`config.mk`:
```
export PLATFORM = sky130hd
export DESIGN_NAME = rst_supervisor
export DESIGN_NICKNAME = d
export VERILOG_FILES = /design/src/rtl/rsv_pkg.sv /design/src/rtl/rsv_sync.sv /design/src/rtl/rsv_run_cnt.sv /design/src/rtl/rsv_ctrl.sv /design/src/rtl/rst_supervisor.sv
export SDC_FILE = /design/constraint.sdc
export NUM_CORES = 1
export LEC_CHECK = 0
export ABC_AREA = 1
export BUFFER_PORTS_ARGS = -buffer_cell sky130_fd_sc_hd__buf_2
export CAP_MARGIN = 20
export CORE_MARGIN = 2
export CORE_UTILIZATION = 45
export DETAILED_ROUTE_END_ITERATION = 6
export GPL_ROUTABILITY_DRIVEN = 0
export GPL_TIMING_DRIVEN = 0
export SYNTH_ARGS = -nofsm -noshare
export SYNTH_HDL_FRONTEND = slang
export SYNTH_SLANG_ARGS = --single-unit
```
`constraint.sdc`:
```
create_clock -name clk -period 2.2 [get_ports clk]
set_clock_uncertainty 0.05 [all_clocks]
set_input_delay 0.11 -clock clk [delete_from_list [all_inputs] [get_ports clk]]
set_output_delay 0.11 -clock clk [all_outputs]
set_load 0.005 [all_outputs]
```
`src/rtl/rsv_pkg.sv`:
```
package rsv_pkg;
  typedef enum logic [1:0] {
    ST_PULSE = 2'd0,
    ST_WATCH = 2'd1,
    ST_IDLE  = 2'd2,
    ST_FAIL  = 2'd3
  } rsv_state_e;

  localparam logic [3:0] SRC_POWER_ON   = 4'b0000;
  localparam logic [3:0] SRC_CLAMP_LOW  = 4'b1101;
  localparam logic [3:0] SRC_CLAMP_HIGH = 4'b1110;
endpackage

```
`src/rtl/rsv_sync.sv`:
```
module rsv_sync #(
  parameter int STAGES = 2
) (
  input  logic clk,
  input  logic por_n,
  input  logic d,
  output logic q
);
  logic [STAGES-1:0] chain;

  always_ff @(posedge clk or negedge por_n) begin
    if (!por_n) chain <= '0;
    else        chain <= {chain[STAGES-2:0], d};
  end

  assign q = chain[STAGES-1];
endmodule

```
`src/rtl/rsv_run_cnt.sv`:
```
module rsv_run_cnt #(
  parameter int LIMIT = 16
) (
  input  logic clk,
  input  logic por_n,
  input  logic en,
  output logic hit
);
  localparam int CW = $clog2(LIMIT + 1);
  logic [CW-1:0] cnt;

  always_ff @(posedge clk or negedge por_n) begin
    if (!por_n)                         cnt <= '0;
    else if (!en)                       cnt <= '0;
    else if (cnt != CW'(LIMIT - 1))     cnt <= cnt + 1'b1;
  end

  assign hit = en && (cnt == CW'(LIMIT - 1));
endmodule

```
`src/rtl/rsv_ctrl.sv`:
```
module rsv_ctrl
  import rsv_pkg::*;
#(
  parameter int SHORT_CYC = 64,
  parameter int LONG_CYC  = 512
) (
  input  logic       clk,
  input  logic       por_n,
  input  logic       rst_req,
  input  logic [3:0] rst_cause,
  input  logic       long_sel,
  input  logic       line_high,
  input  logic       hi_fault,
  input  logic       lo_fault,
  output rsv_state_e state,
  output logic [3:0] src_code
);
  localparam int PW = $clog2(LONG_CYC + 1);

  logic [PW-1:0] pcnt;
  logic          plong;
  logic [PW-1:0] last_cnt;

  assign last_cnt = plong ? PW'(LONG_CYC - 1) : PW'(SHORT_CYC - 1);

  always_ff @(posedge clk or negedge por_n) begin
    if (!por_n) begin
      state    <= ST_PULSE;
      pcnt     <= '0;
      plong    <= 1'b1;
      src_code <= SRC_POWER_ON;
    end else begin
      unique case (state)
        ST_PULSE: begin
          pcnt <= pcnt + 1'b1;
          if (hi_fault) begin
            state    <= ST_FAIL;
            src_code <= SRC_CLAMP_HIGH;
          end else if (pcnt == last_cnt) begin
            state <= ST_WATCH;
          end
        end
        ST_WATCH: begin
          if (lo_fault) begin
            state    <= ST_FAIL;
            src_code <= SRC_CLAMP_LOW;
          end else if (line_high) begin
            state <= ST_IDLE;
          end
        end
        ST_IDLE: begin
          if (rst_req) begin
            state    <= ST_PULSE;
            pcnt     <= '0;
            plong    <= long_sel;
            src_code <= rst_cause;
          end
        end
        default: state <= ST_FAIL;
      endcase
    end
  end
endmodule

```
`src/rtl/rst_supervisor.sv`:
```
module rst_supervisor
  import rsv_pkg::*;
#(
  parameter int SHORT_CYC    = 64,
  parameter int LONG_CYC     = 512,
  parameter int CLAMP_HI_CYC = 32,
  parameter int CLAMP_LO_CYC = 256,
  parameter int SYNC_STAGES  = 2
) (
  input  logic       clk,
  input  logic       por_n,
  input  logic       rst_req,
  input  logic [3:0] rst_cause,
  input  logic       long_sel,
  input  logic       line_in,
  output logic       line_drive_low,
  output logic       fs_enable,
  output logic       failsafe,
  output logic [3:0] src_code
);
  localparam int NUM_MON = 2;

  rsv_state_e         state;
  logic               line_high;
  logic [NUM_MON-1:0] mon_en;
  logic [NUM_MON-1:0] mon_hit;

  rsv_sync #(.STAGES(SYNC_STAGES)) i_sync (
    .clk   (clk),
    .por_n (por_n),
    .d     (line_in),
    .q     (line_high)
  );

  // index 0: stuck HIGH while pulled low; index 1: stuck LOW after release
  assign mon_en[0] = (state == ST_PULSE) && line_high;
  assign mon_en[1] = (state == ST_WATCH) && !line_high;

  for (genvar g = 0; g < NUM_MON; g++) begin : g_mon
    localparam int LIM = (g == 0) ? CLAMP_HI_CYC : CLAMP_LO_CYC;
    rsv_run_cnt #(.LIMIT(LIM)) i_run (
      .clk   (clk),
      .por_n (por_n),
      .en    (mon_en[g]),
      .hit   (mon_hit[g])
    );
  end

  rsv_ctrl #(.SHORT_CYC(SHORT_CYC), .LONG_CYC(LONG_CYC)) i_ctrl (
    .clk       (clk),
    .por_n     (por_n),
    .rst_req   (rst_req),
    .rst_cause (rst_cause),
    .long_sel  (long_sel),
    .line_high (line_high),
    .hi_fault  (mon_hit[0]),
    .lo_fault  (mon_hit[1]),
    .state     (state),
    .src_code  (src_code)
  );

  assign line_drive_low = (state == ST_PULSE) || (state == ST_FAIL);
  assign failsafe       = (state == ST_FAIL);
  assign fs_enable      = (state == ST_IDLE) || (state == ST_WATCH);
endmodule

```
==> flow_metrics.py, run 1 <==
metrics = {
    "outcome": {
        "outcome": "completed",
    },
    "min_path": {
        "holdPathStages": 3,
        "hold_path.class": "input port to flop",
    },
    "timing": {
        "relSlewSlack_pct": 50.30,
        "worst_slew_pin_slew_ns": 0.7455,
        "worst_slack_ns": 0.2073,
        "final-setup-viol-count": 0,
        "clock.fmax_ghz": 0.5018,
        "fin_crit_sh_pct": 90.58,
        "hold_violations": 0,
        "drv_slew": 0,
        "min_period_ns": 1.993,
    },
    "clock_tree": {
        "cts.clk_slew.worst_paths_ns": 0.07,
        "cts_num_sinks": 34,
        "root_buffer": "clkbuf_8",
        "cts_buffers": 5,
        "cts_tree": "yes",
        "clk_path_buf_depth": 2,
        "clk_latency_ns": 0.29,
        "cts_max_level": 2,
    },
    "setup_path": {
        "critPathArrivalTime_ns": 2.13,
        "start_kind": "flop",
        "crit_path_end_kind": "flop",
        "ff2ff_path_depth": 13,
        "criticalPathCategory": "flop to flop",
        "cp_max_fo": 9,
        "required_ns": 2.33,
    },
    "die": {
        "io_pins": 16,
        "dieArea_sq_um": 4553,
        "row_count": 23,
        "core-area_sq_um": 3943,
        "die_width_microns": 67.48,
        "die_h_microns": 67.48,
        "start_util_pct": 45.99,
    },
    "synthesis": {
        "synth_nets": 243,
        "yosys_warnings": 0,
        "ys_types": 31,
        "async_flop_share_pct": 100.0,
        "synth_edf_count": 0,
        "ys_seq_area_share_pct": 47.00,
        "yosys_most_used_dff": "dfrtp_1",
        "synth_area_sq_um": 1813,
        "ys_seq_elements": 34,
        "post_synth.cell_area_avg_sq_um": 8.022,
        "syn_inst": 226,
    },
    "route": {
        "ant_nets": 0,
        "wl_per_cell_microns": 10.99,
        "drtPass1Iterations": 4,
        "drt_iter0_markers": 85,
        "vias": 1489,
        "via_per_inst": 4.882,
        "wl_microns": 3353,
        "drc": 0,
    },
    "power_and_ir_drop": {
        "leakagePower_nw": 1.075,
        "power_density_nw_per_um2": 599.8,
        "vdd_drop_max_uv": 459.6,
    },
    "placement": {
        "postPlaceCellArea_sq_um": 1951,
        "dp_cells": 291,
        "hpwl_microns": 2348,
        "port_buffers": 15,
        "dp_slack_ns": -0.07905,
    },
    "layout": {
        "fin_cells": 305,
        "areaGrowthSynthToFinish_pct": 16.84,
        "drive_above_1_share_pct": 18.43,
        "ff_latch_area_sq_um": 852.1,
        "multi_input_area_sq_um": 850.8,
        "finalNetCount": 271,
        "finish.instance_area_sq_um": 2118,
        "fill_cells": 367,
        "antenna_cells": 0,
    },
    "grt": {
        "grt_pass1_wl_microns": 5651,
        "grtUsageTotal_pct": 16.71,
        "grt_overflow": 0,
        "grt_max_degree": 35,
        "grt_pass1_vias": 1305,
        "antenna_found_initial": 0,
    },
    "run": {
        "cap_violations": 0,
    },
}
## critical path: stages, from the launching register on
cell and delay [ns]:
dfrtp_1 0.37, ha_2 0.21, nand3_2 0.10, nor3_4 0.23, nand2_1 0.07, nor2_1 0.12
ha_2 0.25, inv_4 0.07, nand2_1 0.10, o21ai_1 0.07, inv_1 0.10, nand2_2 0.06
nand2_1 0.05, nand2_1 0.05
## cell type report
| class | instances | area share (%) |
|---|---|---|
| sequential | 34 | 40.22 |
| timing repair buffer | 21 | 6.025 |
| clock buffer | 7 | 4.076 |
| multi-input combinational | 157 | 40.17 |
| inverter | 35 | 6.320 |
| clock inverter | 1 | 0.2363 |
| tap | 50 | 2.953 |
## flip-flops by register name, summed over array words and instances (netlist names)
name	cells
g_mon.i_run.cnt	15
i_ctrl.pcnt	10
i_ctrl.plong	1
i_ctrl.src_code	4
i_ctrl.state	2
i_sync.chain	2
## routing by layer
layer / GRT usage, % / wire (microns) / part of all wire [%]
met2: 24.39 / 1439 / 43
met4: 6.888 / 55 / 1.6
met5: 0 / 0 / 0
met1: 22.89 / 1723 / 51
met3: 5.167 / 134 / 4.0
## cell families (layout without fill, tap and decap cells)
logic type | Yosys count | in the layout | synth area share (%)
AND/OR/NAND/NOR | 111 | 111 | 28.09
buffers and inverters | 35 | 64 | 7.246
AO/OA/AOI/OAI | 36 | 36 | 11.18
XOR/XNOR | 2 | 2 | 0.9664
flip-flops | 34 | 34 | 47.00
adder cells (fa/ha/maj) | 8 | 8 | 5.521
## placed cells by master, fill, tap and decap left out, drive strengths merged, types with 2 or more instances in the layout
master       instances
a211oi               2
a21oi                7
a31oi                2
buf                 18
clkbuf               7
dfrtp               33
dlygate4sd3          3
ha                   8
inv                 35
nand2               61
nand3               21
nor2                19
nor3                 7
o21ai               20
o22ai                2
## synth_stat cells (4+ instances only)
cell type	count	area, sq um
a21oi_1	6	30.03
dfrtp_1	33	825.8
ha_1	8	100.1
inv_1	29	108.9
inv_2	5	18.77
nand2_1	56	210.2
nand2_2	4	25.02
nand3_1	20	100.1
nor2_1	16	60.06
nor3_1	6	30.03
o21ai_0	13	65.06
o21ai_1	7	35.03
## final timing paths
path                                       startpoint               endpoint  slack [ns]
min in group asynchronous                       por_n  g_mon[1].i_run.cnt[5]        0.37
max in group asynchronous                       por_n  g_mon[0].i_run.cnt[4]        1.24
worst max register to register  g_mon[1].i_run.cnt[0]        i_ctrl.state[0]        0.21
worst max-delay path            g_mon[1].i_run.cnt[0]        i_ctrl.state[0]        0.21
worst min-delay path                     rst_cause[2]     i_ctrl.src_code[2]        0.06
worst min register to register        i_sync.chain[0]        i_sync.chain[1]        0.31
## through the flow
| stage | utilization, % | power [W] | hold slack [ns] | TNS, ns |
|---|---|---|---|---|
| 4_1_cts | 52.59 | 0.001293 | 0.05078 | 0 |
| 2_1_floorplan | - | 0.0007673 | -0.2356 | 0 |
| 3_3_place_gp | 49.48 | 0.0008046 | 0.1690 | -0.1850 |
| 5_1_grt | 53.73 | 0.001348 | 0.06774 | -0.04982 |
| 6_report | 53.73 | 0.001270 | 0.06384 | 0 |
| 3_5_place_dp | 49.48 | 0.0008050 | 0.1730 | -0.1865 |
## power breakdown
part	total [W]	internal (W)	switching [W]	leakage (nW)
combinational	0.0000968	0.0000397	0.0000572	0.593
sequential	0.000701	0.000663	0.0000380	0.434
clock	0.000473	0.000252	0.000221	0.0482
total	0.00127	0.000954	0.000316	1.07
## timing repair
action | CTS | global route
buffers inserted | 0 | 3
hold buffers | 3 | 0
pin swaps | 0 | 2
endpoints found under the setup margin | 4 | 10
hold endpoints to repair | 35 | 0
gates resized for setup | 1 | 6
Note: power is estimated with default switching activity, not from simulation.
==> run 2, diff against run 1 <==
Settings changed: ABC_AREA 1 to not set.
==> run 2 against run 1 <==
Against the previous run:
- cell count is 19% lower
- sequential share of layout area increased by 1.7 points
- flip-flop and latch count stayed put
- critical path type unchanged
- highest routed layer unchanged
==> flow_metrics.py, run 2 <==
metrics = {
    "outcome": {
        "outcome": "completed",
    },
    "layout": {
        "final_core_util_pct": 54.68,
        "antenna_cells": 0,
        "top_regs": "g_mon.i_run.cnt: 15 flops, i_ctrl.pcnt: 10 flops, i_ctrl.src_code: 4 flops",
        "finalNetCount": 216,
        "fin_cells": 248,
        "drive_above_1_share_pct": 16.00,
        "largest_reg_flops": 15,
        "layout_commonest_cell": "dfrtp_1",
        "areaGrowthSynthToFinish_pct": 15.83,
        "max_flop_register": "g_mon.i_run.cnt",
        "final_cell_mix": "33 x dfrtp_1, 18 x nor2_1, 17 x nand2_1",
    },
    "setup_path": {
        "crit_path_end_kind": "flop",
        "ff2ff_path_depth": 8,
        "required_ns": 2.31,
        "start_kind": "flop",
        "cp_max_fo": 8,
        "criticalPathCategory": "flop to flop",
        "critPathArrivalTime_ns": 2.18,
    },
    "die": {
        "start_util_pct": 47.21,
        "row_count": 22,
        "core-area_sq_um": 3716,
        "die_h_microns": 66.44,
        "io_pins": 16,
        "dieArea_sq_um": 4414,
        "die_width_microns": 66.44,
    },
    "synthesis": {
        "ys_seq_area_share_pct": 48.57,
        "synth_nets": 188,
        "synth_area_sq_um": 1754,
        "synth_top_area_cell": "dfrtp_1",
        "yosysMostFrequentCell": "dfrtp_1",
        "syn_inst": 171,
        "post_synth.cell_area_avg_sq_um": 10.26,
        "ys_seq_elements": 34,
        "async_flop_share_pct": 100.0,
        "synthTopCellsByArea": "dfrtp_1 47%, ha_1 5.7%, mux2i_1 5.7%",
        "synth_common_cells": "33 x dfrtp_1, 18 x nor2_1, 17 x nand2_1, 10 x mux2i_1, 9 x nand3_1",
        "yosys_warnings": 0,
        "yosys_most_used_dff": "dfrtp_1",
        "synth_edf_count": 0,
        "ys_types": 40,
        "yosysTopAreaCellShare_pct": 47.08,
    },
    "power_and_ir_drop": {
        "leakagePower_nw": 0.9849,
        "p_sw_w": 0.0007370,
        "p_comb_share_pct": 38.6,
        "power_density_nw_per_um2": 1032,
        "pwr-share-seq_pct": 41.0,
        "pwr-share-clk_pct": 20.4,
        "p_sw_share_pct": 35.14,
        "intPower_w": 0.001360,
        "vdd_drop_max_uv": 476.0,
    },
    "grt": {
        "grtUsageMet3_pct": 3.578,
        "grt_pass1_wl_microns": 5754,
        "grt_max_degree": 35,
        "grt_overflow": 0,
        "grt_util_met2_pct": 29.75,
        "grtUsageTotal_pct": 17.40,
        "grt-busiest-layer": "met2",
        "grt_pass1_vias": 1338,
        "antenna_found_initial": 0,
        "met1_usage_pct": 20.67,
    },
    "min_path": {
        "holdPathStages": 3,
        "hold_path.class": "input port to flop",
    },
    "clock_tree": {
        "clk_latency_ns": 0.28,
        "cts_buffers": 5,
        "cts_tree": "yes",
        "cts_num_sinks": 34,
        "cts_max_level": 2,
        "clk_path_buf_depth": 2,
        "root_buffer": "clkbuf_8",
        "cts.clk_slew.worst_paths_ns": 0.06,
    },
    "timing": {
        "drv_slew": 0,
        "worst_slack_ns": 0.1292,
        "rsz0062_at_grt": "no",
        "min_period_ns": 2.071,
        "fin_crit_sh_pct": 94.13,
        "hold_violations": 0,
        "clock.fmax_ghz": 0.4829,
        "worst_slew_pin_slew_ns": 0.7558,
        "hold_slack_ns": 0.08650,
        "final-setup-viol-count": 0,
        "relSlewSlack_pct": 49.62,
    },
    "route": {
        "drt_iter0_markers": 52,
        "via_per_inst": 5.234,
        "wl_per_cell_microns": 13.18,
        "drtPass1Iterations": 4,
        "ant_nets": 0,
        "vias": 1298,
        "drc": 0,
        "wl_microns": 3269,
    },
    "placement": {
        "dp_slack_ns": -0.03062,
        "port_buffers": 15,
        "dp_cells": 234,
        "hpwl_microns": 2340,
    },
    "run": {
        "cap_violations": 0,
    },
}
-- run 2: cells by family after synthesis --
kind of cell,synth area share [%]
and+or+nand+nor,21.61
DFF,48.57
AOI/OAI and AO/OA,7.204
muxes,9.130
buffers and inverters,3.281
xor gates and xnor gates,4.494
adders and majority gates,5.706
-- run 2: critical path: stages, from the launching register on --
cell      delay [ns]
dfrtp_1         0.38
and4_1          0.24
and4_1          0.20
ha_1            0.13
buf_4           0.15
nand2b_1        0.06
a21o_1          0.21
a21oi_4         0.19
mux2_1          0.34
-- run 2: cell type report --
| type | count | area, sq um |
|---|---|---|
| plain buffers | 4 | 30.03 |
| clock buffers | 8 | 80.08 |
| fillers | 355 | 1684 |
| inverters | 8 | 30.03 |
| multi-input cells | 125 | 852.1 |
| flip-flops and latches | 34 | 852.1 |
| well taps | 48 | 60.06 |
| repair buffers | 21 | 127.6 |
-- run 2: per-stage QoR --
step	total power [W]	TNS, ns	instance area, sq um
6_report	0.002097	0	2032
5_1_grt	0.002287	0	2032
4_1_cts	0.002113	0	2014
3_5_place_dp	0.001645	-0.05131	1889
3_3_place_gp	0.001610	-0.03682	1889
2_1_floorplan	0.001411	0	1754
-- run 2: layer usage --
metal | wire (microns) | vias to the layer above
met2 | 1548 | 28
met4 | 39 | 0
met5 | 0 | -
li1 | - | 656
met3 | 132 | 5
met1 | 1549 | 609
-- run 2: repair_timing --
action	in CTS	in global routing
hold endpoints to repair	35	0
buffers inserted	1	2
setup endpoints to repair	2	2
pin swaps	0	2
gates resized for setup	1	2
hold buffers	3	0
-- run 2: worst paths after layout --
check                                       from                    end  slack (ns)
max                        g_mon[1].i_run.cnt[4]     i_ctrl.src_code[0]        0.13
min                                 rst_cause[3]     i_ctrl.src_code[3]        0.09
max reg2reg                g_mon[1].i_run.cnt[4]     i_ctrl.src_code[0]        0.13
min reg2reg                      i_sync.chain[0]        i_sync.chain[1]        0.30
max in group asynchronous                  por_n         i_ctrl.pcnt[1]        1.24
min in group asynchronous                  por_n  g_mon[0].i_run.cnt[3]        0.38
-- run 2: power groups by stage --
stage | registers (W) | clock network [W] | logic [W]
after floorplan | 0.000849 | 0 | 0.000562
after global placement | 0.000860 | 0 | 0.000750
after detailed placement | 0.000870 | 0 | 0.000775
after CTS | 0.000859 | 0.000451 | 0.000803
after global routing | 0.000876 | 0.000475 | 0.000935
final | 0.000860 | 0.000427 | 0.000810
==> run 3, diff against run 2 <==
Settings changed: CORE_UTILIZATION 45 to 35, PLACE_DENSITY set to 0.51, SLEW_MARGIN set to 0.
==> run 3 against run 2 <==
Against the previous run:
- non-clock buffer count is the same
- critical path type unchanged
- die area grew 27%
- sequential share of layout area shrank 1.1 points
- flip-flop and latch count is the same
- power grew 4.8%
- setup slack gained 0.0025 ns
- cell count grew 7.7%
==> flow_metrics.py, run 3 (same netlist as run 2, synthesis figures left out) <==
metrics = {
    "clock_tree": {
        "root_buffer": "clkbuf_8",
        "cts_num_sinks": 34,
        "cts.clk_slew.worst_paths_ns": 0.07,
        "clk_path_buf_depth": 2,
        "clk_latency_ns": 0.28,
        "cts_buffers": 5,
        "cts_max_level": 2,
        "cts_tree": "yes",
    },
    "min_path": {
        "hold_path.class": "input port to flop",
        "holdPathStages": 3,
    },
    "timing": {
        "worst_slack_ns": 0.1317,
        "tns_ns": 0,
        "worst_slew_pin_slew_ns": 0.7691,
        "rsz0062_at_grt": "no",
        "clock.fmax_ghz": 0.4835,
        "fin_crit_sh_pct": 94.02,
        "drv_slew": 0,
        "hold_slack_ns": 0.07757,
        "relSlewSlack_pct": 48.73,
        "hold_violations": 0,
        "min_period_ns": 2.068,
        "final-setup-viol-count": 0,
    },
    "die": {
        "die_h_microns": 74.80,
        "io_pins": 16,
        "dieArea_sq_um": 5594,
        "start_util_pct": 36.65,
        "core-area_sq_um": 4786,
        "row_count": 25,
        "die_width_microns": 74.80,
    },
    "setup_path": {
        "required_ns": 2.31,
        "path_cells": "and4_1, and4_1, ha_1, clkbuf_4, nand2b_1, a21o_1, a21oi_4, mux2_1",
        "criticalPathCategory": "flop to flop",
        "crit_slowest_cell": "dfrtp_1",
        "cp_max_fo": 8,
        "critPathArrivalTime_ns": 2.18,
        "start_kind": "flop",
        "crit_path_end_kind": "flop",
        "ff2ff_path_depth": 8,
        "slowest_delay_ns": 0.38,
        "cpMostUsedCell": "and4_1",
    },
    "placement": {
        "hpwl_microns": 2395,
        "port_buffers": 15,
        "dp_slack_ns": -0.05971,
    },
    "route": {
        "drt_iter0_markers": 49,
        "drc": 0,
        "wl_microns": 3315,
        "via_per_inst": 4.906,
        "vias": 1310,
        "drtPass1Iterations": 4,
        "wl_per_cell_microns": 12.42,
        "ant_nets": 0,
    },
    "power_and_ir_drop": {
        "leakagePower_nw": 1.002,
        "vdd_drop_max_uv": 544.1,
        "power_density_nw_per_um2": 1054,
    },
    "layout": {
        "antenna_cells": 0,
        "drive_above_1_share_pct": 17.50,
        "ff_latch_area_sq_um": 852.1,
        "final_cell_mix": "33 x dfrtp_1, 18 x nor2_1, 17 x nand2_1",
        "finalNetCount": 216,
        "max_flop_register": "g_mon.i_run.cnt",
        "multi_input_area_sq_um": 852.1,
        "layout_commonest_cell": "dfrtp_1",
        "top_regs": "g_mon.i_run.cnt: 15 flops, i_ctrl.pcnt: 10 flops, i_ctrl.src_code: 4 flops",
        "fill_cells": 487,
        "largest_reg_flops": 15,
        "areaGrowthSynthToFinish_pct": 18.90,
    },
    "grt": {
        "grt_pass1_wl_microns": 5706,
        "grtUsageTotal_pct": 13.73,
        "grt_pass1_vias": 1259,
        "antenna_found_initial": 0,
        "grt_overflow": 0,
        "grt_max_degree": 35,
    },
    "outcome": {
        "outcome": "completed",
    },
    "run": {
        "cap_violations": 0,
    },
}
-- run 3: cell type report --
cell class,instances,area share (%)
sequential,34,40.85
multi-input combinational,125,40.85
timing repair buffer,21,6.119
clock buffer,8,5.279
tap,67,4.019
buffer,4,1.440
inverter,8,1.440
-- run 3: worst paths after layout --
check                      slack, ns               endpoint             startpoint
max                             0.13     i_ctrl.src_code[1]  g_mon[1].i_run.cnt[4]
min                             0.08     i_ctrl.src_code[3]           rst_cause[3]
max reg2reg                     0.13     i_ctrl.src_code[1]  g_mon[1].i_run.cnt[4]
min reg2reg                     0.30        i_sync.chain[1]        i_sync.chain[0]
max in group asynchronous       1.22         i_ctrl.pcnt[2]                  por_n
min in group asynchronous       0.40  g_mon[0].i_run.cnt[2]                  por_n
-- run 3: repair_timing --
action                                  4_1_cts  5_1_grt
endpoints found under the hold margin        35        0
pin swaps                                     0        1
buffers inserted                              2        1
resized for setup                             1        1
endpoints found under the setup margin        2        2
hold buffers                                  3        0
-- run 3: through the flow --
stage	cell area [sq um]	util [%]	cells	total power, W
global placement	1913	39.97	253	0.001616
floorplan	1754	-	171	0.001411
finish	2086	43.58	267	0.002198
detailed placement	1913	39.97	253	0.001647
CTS	2076	43.37	266	0.002218
global route	2086	43.58	267	0.002388
-- run 3: where the power goes --
| part | total, W | switching (W) | internal (W) |
|---|---|---|---|
| sequential | 0.000865 | 0.000112 | 0.000753 |
| clock | 0.000531 | 0.000215 | 0.000316 |
| combinational | 0.000802 | 0.000419 | 0.000383 |
| total | 0.00220 | 0.000746 | 0.00145 |
-- run 3: routing by layer --
metal  wire [microns]  global-route usage (%)  vias up  part of all wire, %
met4               55                   5.357        0                  1.7
met5                0                       0        -                    0
met3              144                   3.882        6                  4.3
met2             1507                   22.03       23                   45
li1                 -                       -      653                    -
met1             1608                   17.67      628                   49
-- run 3: worst max-delay path, delay by kind of cell (launching register included) --
family / cells / cell delay (ns)
buf+inv: 1 / 0.18
mux: 1 / 0.34
fa+ha+maj: 1 / 0.13
simple gates: 3 / 0.52
flops: 1 / 0.38
compound gates: 2 / 0.35
